## src/rtl/i2cq_pkg.sv

```systemverilog
package i2cq_pkg;
   localparam int unsigned CTRL_W       = 16;
   localparam int unsigned FLUSH_TX_BIT = 7;   // control bit that empties the transmit queue
   localparam int unsigned FLUSH_RX_BIT = 8;   // control bit that empties the receive queue

   function automatic int unsigned thr_limit(input int unsigned depth);
      return depth / 2 - 1;
   endfunction
endpackage

```

## src/rtl/i2cq_byte_fifo.sv

```systemverilog
module i2cq_byte_fifo #(
   parameter int unsigned DEPTH = 16,
   parameter int unsigned DW    = 8,
   localparam int unsigned AW   = $clog2(DEPTH),
   localparam int unsigned CW   = AW + 1
) (
   input  logic          clk,
   input  logic          rst_n,
   input  logic          clr,
   input  logic          push,
   input  logic [DW-1:0] wdata,
   input  logic          pop,
   output logic [DW-1:0] head,
   output logic [CW-1:0] level,
   output logic          full,
   output logic          empty
);
   generate
      if ((1 << AW) != DEPTH) begin : g_bad_depth
         $error("i2cq_byte_fifo: DEPTH must be a power of two");
      end
   endgenerate

   logic [DW-1:0] mem [DEPTH];
   logic [AW-1:0] wptr, rptr;
   logic [CW-1:0] cnt;
   logic          push_ok, pop_ok;

   assign full    = (cnt == CW'(DEPTH));
   assign empty   = (cnt == '0);
   assign push_ok = push & ~clr & ~full;
   assign pop_ok  = pop & ~clr & ~empty;
   assign level   = cnt;
   assign head    = empty ? '0 : mem[rptr];

   always_ff @(posedge clk or negedge rst_n) begin
      if (!rst_n) begin
         wptr <= '0;
         rptr <= '0;
         cnt  <= '0;
      end else if (clr) begin
         wptr <= '0;
         rptr <= '0;
         cnt  <= '0;
      end else begin
         if (push_ok) wptr <= wptr + 1'b1;
         if (pop_ok)  rptr <= rptr + 1'b1;
         cnt <= cnt + CW'(push_ok) - CW'(pop_ok);
      end
   end

   always_ff @(posedge clk) begin
      if (push_ok) mem[wptr] <= wdata;
   end

   // a store into a full queue moves nothing
   assert_full_push_inert_R7: assert property (@(posedge clk) disable iff (!rst_n)
      (push && full && !pop && !clr) |=> ($stable(wptr) && $stable(cnt)));
   // a removal from an empty queue moves nothing
   assert_empty_pop_inert_R3: assert property (@(posedge clk) disable iff (!rst_n)
      (pop && empty && !clr) |=> $stable(rptr));
   // a clear leaves the queue empty
   assert_clear_empties_R9: assert property (@(posedge clk) disable iff (!rst_n)
      clr |=> (cnt == '0));
   // the level never passes the depth
   assert_no_overflow_R2: assert property (@(posedge clk) disable iff (!rst_n)
      cnt <= CW'(DEPTH));
endmodule

```

## src/rtl/i2cq_flush_ctl.sv

```systemverilog
module i2cq_flush_ctl #(
   parameter int unsigned CYC  = 4,
   localparam int unsigned CNW = $clog2(CYC + 1)
) (
   input  logic clk,
   input  logic rst_n,
   input  logic req,
   output logic start,
   output logic busy
);
   generate
      if (CYC < 1) begin : g_bad_cyc
         $error("i2cq_flush_ctl: CYC must be at least 1");
      end
   endgenerate

   logic [CNW-1:0] remain;

   assign start = req & ~busy;

   always_ff @(posedge clk or negedge rst_n) begin
      if (!rst_n) begin
         busy   <= 1'b0;
         remain <= '0;
      end else if (start) begin
         busy   <= 1'b1;
         remain <= CNW'(CYC - 1);
      end else if (busy) begin
         if (remain == '0) busy <= 1'b0;
         else              remain <= remain - 1'b1;
      end
   end

   // checker-side run length counter
   logic [CNW:0] run_len;
   always_ff @(posedge clk or negedge rst_n) begin
      if (!rst_n)    run_len <= '0;
      else if (busy) run_len <= run_len + 1'b1;
      else           run_len <= '0;
   end

   // each flush runs exactly CYC cycles
   assert_flush_length_R8: assert property (@(posedge clk) disable iff (!rst_n)
      $fell(busy) |-> (run_len == (CNW+1)'(CYC)));
   assert_flush_bounded_R8: assert property (@(posedge clk) disable iff (!rst_n)
      run_len <= (CNW+1)'(CYC));
endmodule

```

## src/rtl/i2cq_thr_reg.sv

```systemverilog
module i2cq_thr_reg #(
   parameter int unsigned DEPTH = 16,
   parameter int unsigned IN_W  = 8,
   localparam int unsigned TW   = $clog2(DEPTH),
   localparam int unsigned MAXV = i2cq_pkg::thr_limit(DEPTH)
) (
   input  logic            clk,
   input  logic            rst_n,
   input  logic            wr,
   input  logic [IN_W-1:0] din,
   output logic [TW-1:0]   q
);
   generate
      if (IN_W < TW) begin : g_bad_width
         $error("i2cq_thr_reg: IN_W narrower than the threshold field");
      end
   endgenerate

   always_ff @(posedge clk or negedge rst_n) begin
      if (!rst_n)  q <= '0;
      else if (wr) q <= (din > IN_W'(MAXV)) ? TW'(MAXV) : din[TW-1:0];
   end

   // the stored threshold never passes DEPTH/2-1
   assert_thr_capped_R4: assert property (@(posedge clk) disable iff (!rst_n)
      q <= TW'(MAXV));
   // without a write the threshold holds
   assert_thr_holds_R4: assert property (@(posedge clk) disable iff (!rst_n)
      !wr |=> $stable(q));
endmodule

```

## src/rtl/i2c_fifo_pair.sv

```systemverilog
module i2c_fifo_pair #(
   parameter int unsigned DEPTH     = 16,
   parameter int unsigned DW        = 8,
   parameter int unsigned FLUSH_CYC = 4,
   parameter int unsigned THR_IN_W  = 8,
   localparam int unsigned TW       = $clog2(DEPTH),
   localparam int unsigned CW       = TW + 1,
   localparam int unsigned CTW      = i2cq_pkg::CTRL_W
) (
   input  logic           clk,
   input  logic           rst_n,
   input  logic           ctrl_wr,
   input  logic [CTW-1:0] ctrl_wdata,
   output logic [CTW-1:0] ctrl_rdata,
   input  logic           tx_thr_wr,
   input  logic [THR_IN_W-1:0] tx_thr_wdata,
   output logic [TW-1:0]  tx_thr_q,
   input  logic           rx_thr_wr,
   input  logic [THR_IN_W-1:0] rx_thr_wdata,
   output logic [TW-1:0]  rx_thr_q,
   input  logic           tx_wr,
   input  logic [DW-1:0]  tx_wdata,
   input  logic           rx_rd,
   output logic [DW-1:0]  rx_rdata,
   input  logic           eng_tx_pop,
   output logic [DW-1:0]  eng_tx_data,
   input  logic           eng_rx_push,
   input  logic [DW-1:0]  eng_rx_data,
   output logic [CW-1:0]  tx_level,
   output logic [CW-1:0]  rx_level,
   output logic           tx_empty,
   output logic           tx_nearly_empty,
   output logic           tx_full,
   output logic           tx_overrun,
   output logic           rx_empty,
   output logic           rx_nearly_full,
   output logic           rx_full
);
   import i2cq_pkg::*;

   generate
      if (DEPTH != 16 && DEPTH != 32) begin : g_bad_depth
         $error("i2c_fifo_pair: DEPTH must be 16 or 32");
      end
      if (CTW <= FLUSH_RX_BIT) begin : g_bad_ctrl
         $error("i2c_fifo_pair: control word too narrow");
      end
   endgenerate

   // index 0 = transmit queue, index 1 = receive queue
   logic [1:0] fl_req, fl_start, fl_busy, q_clr;

   for (genvar g = 0; g < 2; g++) begin : g_flush
      localparam int unsigned BITPOS = (g == 0) ? FLUSH_TX_BIT : FLUSH_RX_BIT;
      assign fl_req[g] = ctrl_wr & ctrl_wdata[BITPOS];
      assign q_clr[g]  = fl_start[g] | fl_busy[g];
      i2cq_flush_ctl #(.CYC(FLUSH_CYC)) u_flush (
         .clk   (clk),
         .rst_n (rst_n),
         .req   (fl_req[g]),
         .start (fl_start[g]),
         .busy  (fl_busy[g])
      );
   end

   logic unused_ctrl_bits;
   assign unused_ctrl_bits = ^ctrl_wdata;

   always_comb begin
      ctrl_rdata               = '0;
      ctrl_rdata[FLUSH_TX_BIT] = fl_busy[0];
      ctrl_rdata[FLUSH_RX_BIT] = fl_busy[1];
   end

   i2cq_thr_reg #(.DEPTH(DEPTH), .IN_W(THR_IN_W)) u_tx_thr (
      .clk (clk), .rst_n (rst_n), .wr (tx_thr_wr), .din (tx_thr_wdata), .q (tx_thr_q)
   );
   i2cq_thr_reg #(.DEPTH(DEPTH), .IN_W(THR_IN_W)) u_rx_thr (
      .clk (clk), .rst_n (rst_n), .wr (rx_thr_wr), .din (rx_thr_wdata), .q (rx_thr_q)
   );

   i2cq_byte_fifo #(.DEPTH(DEPTH), .DW(DW)) u_txq (
      .clk   (clk),
      .rst_n (rst_n),
      .clr   (q_clr[0]),
      .push  (tx_wr),
      .wdata (tx_wdata),
      .pop   (eng_tx_pop),
      .head  (eng_tx_data),
      .level (tx_level),
      .full  (tx_full),
      .empty (tx_empty)
   );

   i2cq_byte_fifo #(.DEPTH(DEPTH), .DW(DW)) u_rxq (
      .clk   (clk),
      .rst_n (rst_n),
      .clr   (q_clr[1]),
      .push  (eng_rx_push),
      .wdata (eng_rx_data),
      .pop   (rx_rd),
      .head  (rx_rdata),
      .level (rx_level),
      .full  (rx_full),
      .empty (rx_empty)
   );

   assign tx_nearly_empty = (tx_level <= {1'b0, tx_thr_q});
   assign rx_nearly_full  = (rx_level >= {1'b0, rx_thr_q});

   always_ff @(posedge clk or negedge rst_n) begin
      if (!rst_n)                 tx_overrun <= 1'b0;
      else if (q_clr[0])          tx_overrun <= 1'b0;
      else if (tx_wr && tx_full)  tx_overrun <= 1'b1;
   end

   // overrun is sticky until a transmit flush
   assert_overrun_sticky_R7: assert property (@(posedge clk) disable iff (!rst_n)
      (tx_overrun && !q_clr[0]) |=> tx_overrun);
   // a running flush keeps its queue empty
   assert_tx_flush_empty_R9: assert property (@(posedge clk) disable iff (!rst_n)
      fl_busy[0] |-> (tx_level == '0));
   assert_rx_flush_empty_R9: assert property (@(posedge clk) disable iff (!rst_n)
      fl_busy[1] |-> (rx_level == '0));
   // a transmit flush alone never disturbs the receive level
   assert_flush_independent_R10: assert property (@(posedge clk) disable iff (!rst_n)
      (fl_busy[0] && !q_clr[1] && !eng_rx_push && !rx_rd) |=> $stable(rx_level));
   // a request during a flush does not restart it
   assert_no_restart_R8: assert property (@(posedge clk) disable iff (!rst_n)
      fl_busy[0] |-> !fl_start[0]);
endmodule

```

## config.mk

```make
export PLATFORM = sky130hd
export DESIGN_NAME = i2c_fifo_pair
export DESIGN_NICKNAME = d
export VERILOG_FILES = /design/src/rtl/i2cq_pkg.sv /design/src/rtl/i2cq_byte_fifo.sv /design/src/rtl/i2cq_flush_ctl.sv /design/src/rtl/i2cq_thr_reg.sv /design/src/rtl/i2c_fifo_pair.sv
export SDC_FILE = /design/constraint.sdc
export NUM_CORES = 1
export LEC_CHECK = 0
export BUFFER_PORTS_ARGS = -buffer_cell sky130_fd_sc_hd__buf_2
export CORE_ASPECT_RATIO = 0.75
export CORE_MARGIN = 3
export CORE_UTILIZATION = 30
export CTS_CLUSTER_SIZE = 12
export DETAILED_ROUTE_END_ITERATION = 6
export MAX_ROUTING_LAYER = met4
export PLACE_DENSITY = 0.42
export SETUP_SLACK_MARGIN = 0.3
export SLEW_MARGIN = 20
export SYNTH_ARGS = -nofsm -noshare
export SYNTH_HDL_FRONTEND = slang
export SYNTH_HIERARCHICAL = 1
export SYNTH_SLANG_ARGS = --single-unit
```

## constraint.sdc

```tcl
create_clock -name clk -period 4.02 [get_ports clk]
set_clock_uncertainty 0.2 [all_clocks]
set_input_delay 0.201 -clock clk [delete_from_list [all_inputs] [get_ports clk]]
set_output_delay 0.201 -clock clk [all_outputs]
set_load 0.01 [all_outputs]
```

Yosys cells after proc, flatten, opt, wreduce, memory -nomap -nowiden
Memory sizes are Yosys's and may differ from the RTL's.
Cells that the tools add are included.
Word-level totals
  memories kept: 2
  input port bits: 57
  word-level logic and storage cells: 101
  memory bits (writable): 256
  register bits: 43
  output and inout bits: 57
Cells by class
  order comparisons: 4
  reductions and logical operators: 14
  equality and inequality tests: 4
  $add $sub $neg: 10
  bitwise operators: 22
  muxes and demuxes: 32
Memories
  u_rxq.mem: words 16, bits a word 8, rd ports 1, clocked after Yosys merged registers in 0, wr ports 1, line i2cq_byte_fifo.sv:24  | logic [DW-1:0] mem [DEPTH];
  u_txq.mem: words 16, bits a word 8, rd ports 1, clocked after Yosys merged registers in 0, wr ports 1, line i2cq_byte_fifo.sv:24
Operators by type and width (number)
  $mux W4: 10
  $mux W3: 6
  $add A4 B1 Y4 const B: 4
  $gt A8 B3 Y1 const B: 2
  $mux W8: 2
  $reduce_bool A2 Y1: 7
  $and A1 B1 Y1: 12
  $mux W1: 12
  $add A5 B1 Y5: 2
  $eq A5 B5 Y1 const B: 2
  $logic_not A5 Y1: 2
  $mux W5: 2
  $sub A5 B1 Y5: 2
  $not A1 Y1: 8
  $logic_not A3 Y1: 2
  $sub A3 B1 Y3 const B: 2
  $ge A5 B4 Y1: 1
  $le A5 B4 Y1: 1
  $ne A2 B1 Y1 const B: 2
  $reduce_and A2 Y1: 2
  $or A1 B1 Y1: 2
  $logic_and A1 B1 Y1: 1

Longest topological paths before layout
  word-level depth: 9
  gate-level depth with buffers: 15
  depth with buffers taken out: 14

Modules after synthesis
The synthesis kept the hierarchy.
By module, submodules not included
  i2cq_byte_fifo at u_txq: sequential area each 4169.0 µm², area each 5880.6 µm², times used 1, cells each 312
  i2cq_byte_fifo at u_rxq: sequential area each 4169.0 µm², area each 5876.9 µm², times used 1, cells each 311
  i2cq_flush_ctl: sequential area each 100.1 µm², area each 216.5 µm², times used 2, cells each 20
  i2c_fifo_pair: sequential area each 25.0 µm², area each 371.6 µm², times used 1, cells each 51
  i2cq_thr_reg: sequential area each 100.1 µm², area each 168.9 µm², times used 2, cells each 15

Worst setup path after synthesis
Ideal clock, no wire load.
  path type: flip-flop to flip-flop
  from: register u_txq.cnt[3], in the netlist u_txq/level[3]
  to: register u_txq.cnt[4], in the netlist u_txq/level[4]
  path buffers: 0
  period minus slack after synthesis: 3092 ps
  required time: 3732 ps
  setup time: 88 ps
  cell stages (with the launch flop): 15
  setup slack: 928 ps
  arrival time: 2804 ps
  cell sequence: dfrtp_1 > inv_1 > ha_1 > or4b_2 > nand2_1 > nor2_1 > ha_1 > inv_1 > ha_1 > inv_1 > fa_1 > nor2b_1 > o21bai_1 > nand3_1 > nor3b_1
On the way
  longest elaborated chain between the ends: 6
  elaborated cells between the ends (all ways): 9
  classes of those cells: add/sub: 2; eq/ne: 1; mux: 1; bitwise: 4; reduce/logical: 1
RTL lines
  from (decl): line i2cq_byte_fifo.sv:26  | logic [CW-1:0] cnt;
  from (signal assigned): line i2cq_byte_fifo.sv:48  | cnt <= cnt + CW'(push_ok) - CW'(pop_ok);
  $eq A5 B5 Y1: line i2cq_byte_fifo.sv:29  | assign full = (cnt == CW'(DEPTH));
  $not A1 Y1: line i2cq_byte_fifo.sv:31  | assign push_ok = push & ~clr & ~full;
  $and A1 B1 Y1: line i2cq_byte_fifo.sv:31
  $add A5 B1 Y5: line i2cq_byte_fifo.sv:48
  $sub A5 B1 Y5 (*): line i2cq_byte_fifo.sv:48
  $mux W5 (*): line i2cq_byte_fifo.sv:41  | end else if (clr) begin
Every way passes the cells marked *; elsewhere a longest branch is shown, timed or not.
A chain may end at the register's enable or synchronous reset.

Worst setup path after layout
  from: input port ctrl_wdata[7]
  to: register u_txq.cnt[4], in the netlist u_txq/level[4]
On the way
  longest elaborated chain between the ends: 9
  elaborated cells between the ends (all ways): 11
  classes of those cells: add/sub: 2; mux: 1; bitwise: 8
RTL lines
  from (decl): line i2c_fifo_pair.sv:13  | input logic [CTW-1:0] ctrl_wdata,
  $and A1 B1 Y1 (*): line i2c_fifo_pair.sv:55  | assign fl_req[g] = ctrl_wr & ctrl_wdata[BITPOS];
  via fl_req[0]: line i2c_fifo_pair.sv:51  | logic [1:0] fl_req, fl_start, fl_busy, q_clr;
  $and A1 B1 Y1 (*): line i2cq_flush_ctl.sv:19  | assign start = req & ~busy;
  via fl_start[0]: line i2c_fifo_pair.sv:51
  $or A1 B1 Y1 (*): line i2c_fifo_pair.sv:56  | assign q_clr[g] = fl_start[g] | fl_busy[g];
  via q_clr[0]: line i2c_fifo_pair.sv:51
  $not A1 Y1: line i2cq_byte_fifo.sv:31, i2cq_byte_fifo.sv:32
  $and A1 B1 Y1 (2 in a row): line i2cq_byte_fifo.sv:31
  $add A5 B1 Y5: line i2cq_byte_fifo.sv:48
  $sub A5 B1 Y5: line i2cq_byte_fifo.sv:48
  $mux W5 (*): line i2cq_byte_fifo.sv:41
The timed path passes the listed nets; every way through them passes the cells marked *.

==> results.ini <==
[clocking]
path_clk_slew_ps=60
numCtsBuffers=35
insertion_delay_ps=510
cts_buffer_depth=3
clock_sinks=299
cts_tree=done
post_cts_buffers=0
cts-root-buf=clkbuf_16
htree_levels=2

[grt]
grt_pass1_wl_mm=42.9
antenna_found_initial=0
grt_pass1_vias=7075
track_usage_pct=12.7
grt_max_degree=28
globalRouteOverflowTotal=0

[worst_hold_path]
min_path_type=input port to asynchronous set/reset pin

[timing]
rsz0062_at_grt=no
hold_viol=0
worstMarginPinSlew_ps=998
fmax_ghz=0.303
tns_ps=0
finalCritPeriodShare_pct=82.0
max-slew-margin-rel_pct=33.5
finalCriticalPeriod_ps=3300
final-setup-viol-count=0
holdWs_ps=98.4
report.final.slew_viol_count=0

[die]
initial_utilization_pct=30.5
dieArea_sq_um=45500
die_w_um=245
die_y_um=186
num_rows=65
num_io_pins=114
core_area_sq_um=42300

[synth]
ys_seq_elements=299
yosys_warnings=6
synthArstFlopShare_pct=14.4
synth_cell_types=51
syn-cell-area_sq_um=12900
netlist.area_leader.share_pct=59.6
ys_seq_area_share_pct=67.9
ys.flop_type=edfxtp_1
synthTopCellsByArea=edfxtp_1 60%, mux4_2 8.4%, dfrtp_1 8.3%
syn_avg_cell_area_sq_um=17.3
synth_area_leader_cell=edfxtp_1
syn_inst=744
synth_edf_count=256

[route]
wire_per_inst_um=18.2
viasPerCell=4.55
drc=0
firstDrtPassIters=4
drt_iter0_drc=354
routed_wl_mm=27.4
ant_nets=0
vias=6869

[worst_setup_path]
slowest_stage=dlygate4sd3_1
worstRegToRegCells=14
path_common_cell=inv_1
cp-start-kind=input port
crit_family=simple AND/OR/NAND/NOR gates
endpoint_kind=register
worstPathCellList=dlygate4sd3_1, buf_2, and2_1, nor2b_1, or2_2, and3b_1, inv_1, ha_1, inv_1, ha_1, inv_1, fa_1, nor2b_1, o21bai_1, a21oi_1, nor3b_1
crit_arrival_ps=3470
crit_required_ps=4200
cp_num_buf_inv=5
critPathMaxFanout=16
cp-startpoint=ctrl_wdata[7]
cp.depth=16
cpPeakStageDelay_ps=530
crit_type=input port to register
r2r_start=u_rxq/level[3]$_DFF_PN0_

[power_and_ir_drop]
irDropWorstVdd_uv=227
p_leak_nw=5.49
powerDensity_nw_per_um2=518

[placement]
post-dp-hpwl_mm=17.7
portBuffers=85
gp_congestion=0.749

[flow_run]
drv_cap=0

[final_layout]
drive_above_1_share_pct=26.5
synthToLayoutAreaGrowth_pct=20.7
num-nets-final=1012
n_antenna_cell=0

[run_status]
status=finished clean

-- metal layers --
metal	track usage (%)	vias up	share of wire, %
met5	-	-	0
met4	3.61	0	2.1
met3	2.28	43	3.9
met2	17.6	127	42
met1	19.0	3511	52
li1	-	3188	-
-- final cells by class --
| class | count | area (sq um) |
|---|---|---|
| Timing Repair Buffer | 173 | 1210 |
| Sequential cell | 299 | 8770 |
| Clock buffer | 41 | 920 |
| Clock inverter | 18 | 171 |
| Inverter | 41 | 154 |
| Tap cell | 569 | 712 |
| Multi-Input combinational cell | 369 | 3630 |
| Fill cell | 4006 | 26700 |
-- repair_timing --
item                                   4_1_cts  5_1_grt
hold buffers                                46        0
endpoints found under the hold margin      326        0
setup endpoints to repair                    0        1
resized for setup                            0        1
-- sequential cells by signal, summed over array words and instances, names as in the netlist --
| signal | count |
|---|---|
| u_rxq/wptr | 4 |
| u_txq/mem | 128 |
| u_rxq/mem | 128 |
| u_tx_thr/q | 4 |
| u_txq/wptr | 4 |
| g_flush.u_flush/busy | 2 |
| u_rxq/level | 5 |
| g_flush.u_flush/remain | 6 |
| u_txq/level | 5 |
| u_txq/rptr | 4 |
| u_rxq/rptr | 4 |
| tx_overrun | 1 |
| u_rx_thr/q | 4 |
-- cell families after synthesis --
| family | Yosys count | share of synthesized area [%] |
|---|---|---|
| compound gates | 64 | 2.99 |
| xor+xnor | 18 | 1.22 |
| fa+ha+maj | 36 | 3.61 |
| buf+inv | 89 | 4.33 |
| flops | 299 | 67.9 |
| mux | 96 | 14.3 |
| other cells | 1 | 0.0291 |
| simple gates | 141 | 5.62 |
-- layout by cell type (no fill, tap or decap), types with 3 or more instances in the layout --
cell           count
nor2b_1           13
clkbuf_16         36
mux2_2            16
conb_1            14
nand3_1           13
nor3_1            10
inv_1             41
a31oi_1            6
clkbuf_1           5
o21ai_1            6
mux4_2            48
clkinv_2           6
nor2_1            57
dlygate4sd3_1     46
buf_4             41
ha_1              34
dfrtp_1           41
bufinv_16          3
mux4_1            16
buf_2             85
nand2b_1           4
a21oi_1           28
o21ai_0           10
nand2_1           19
clkinv_1           7
mux2i_1           16
xor2_1            14
edfxtp_1         256
and3_1             4
xnor2_1            4
-- where the power goes --
group | switching [mW] | internal, mW | total (mW)
registers | 0.0962 | 3.49 | 3.59
clock network | 1.20 | 1.82 | 3.03
logic | 0.826 | 0.627 | 1.45
total | 2.12 | 5.94 | 8.07
-- per-stage QoR --
stage          utilization [%]  instances  total power, mW  area, sq um  setup slack (ps)
2_1_floorplan                -        757             4.57        12900               928
3_3_place_gp              33.1       1405             5.11        14000               543
3_5_place_dp              33.1       1405             5.11        14000               499
4_1_cts                   36.8       1510             8.23        15600               483
5_1_grt                   36.8       1510             8.53        15600               462
6_report                  36.8       1510             8.07        15600               724
-- worst min-delay path, cell delays in order --
cell and delay (ps):
dlygate4sd3_1 510, buf_2 140, buf_4 350
-- synth_stat cells, types with 4 or more instances --
cell type	count
a21oi_1	28
a31oi_1	6
and3_1	4
buf_2	4
buf_4	21
buf_6	6
clkbuf_1	8
clkbuf_8	4
dfrtp_1	43
edfxtp_1	256
ha_1	34
inv_1	41
mux2_2	16
mux2i_1	16
mux4_1	16
mux4_2	48
nand2_1	19
nand2b_1	4
nand3_1	13
nor2_1	57
nor2b_1	13
nor3_1	10
o21ai_0	10
o21ai_1	6
xnor2_1	4
xor2_1	14
-- final timing paths --
check | end | slack [ps]
setup / recovery | u_txq/level[4]$_DFF_PN0_ | 720
hold / removal | u_rx_thr/q[1]$_DFFE_PN0P_ | 100
setup reg to reg | u_rxq/level[4]$_DFF_PN0_ | 750
hold reg to reg | tx_overrun$_DFFE_PN0P_ | 310
max in group asynchronous | u_rxq/rptr[1]$_DFFE_PN0P_ | 2360
min in group clk | u_tx_thr/q[3]$_DFFE_PN0P_ | 280
No activity file was read; power rests on OpenSTA's default activity.
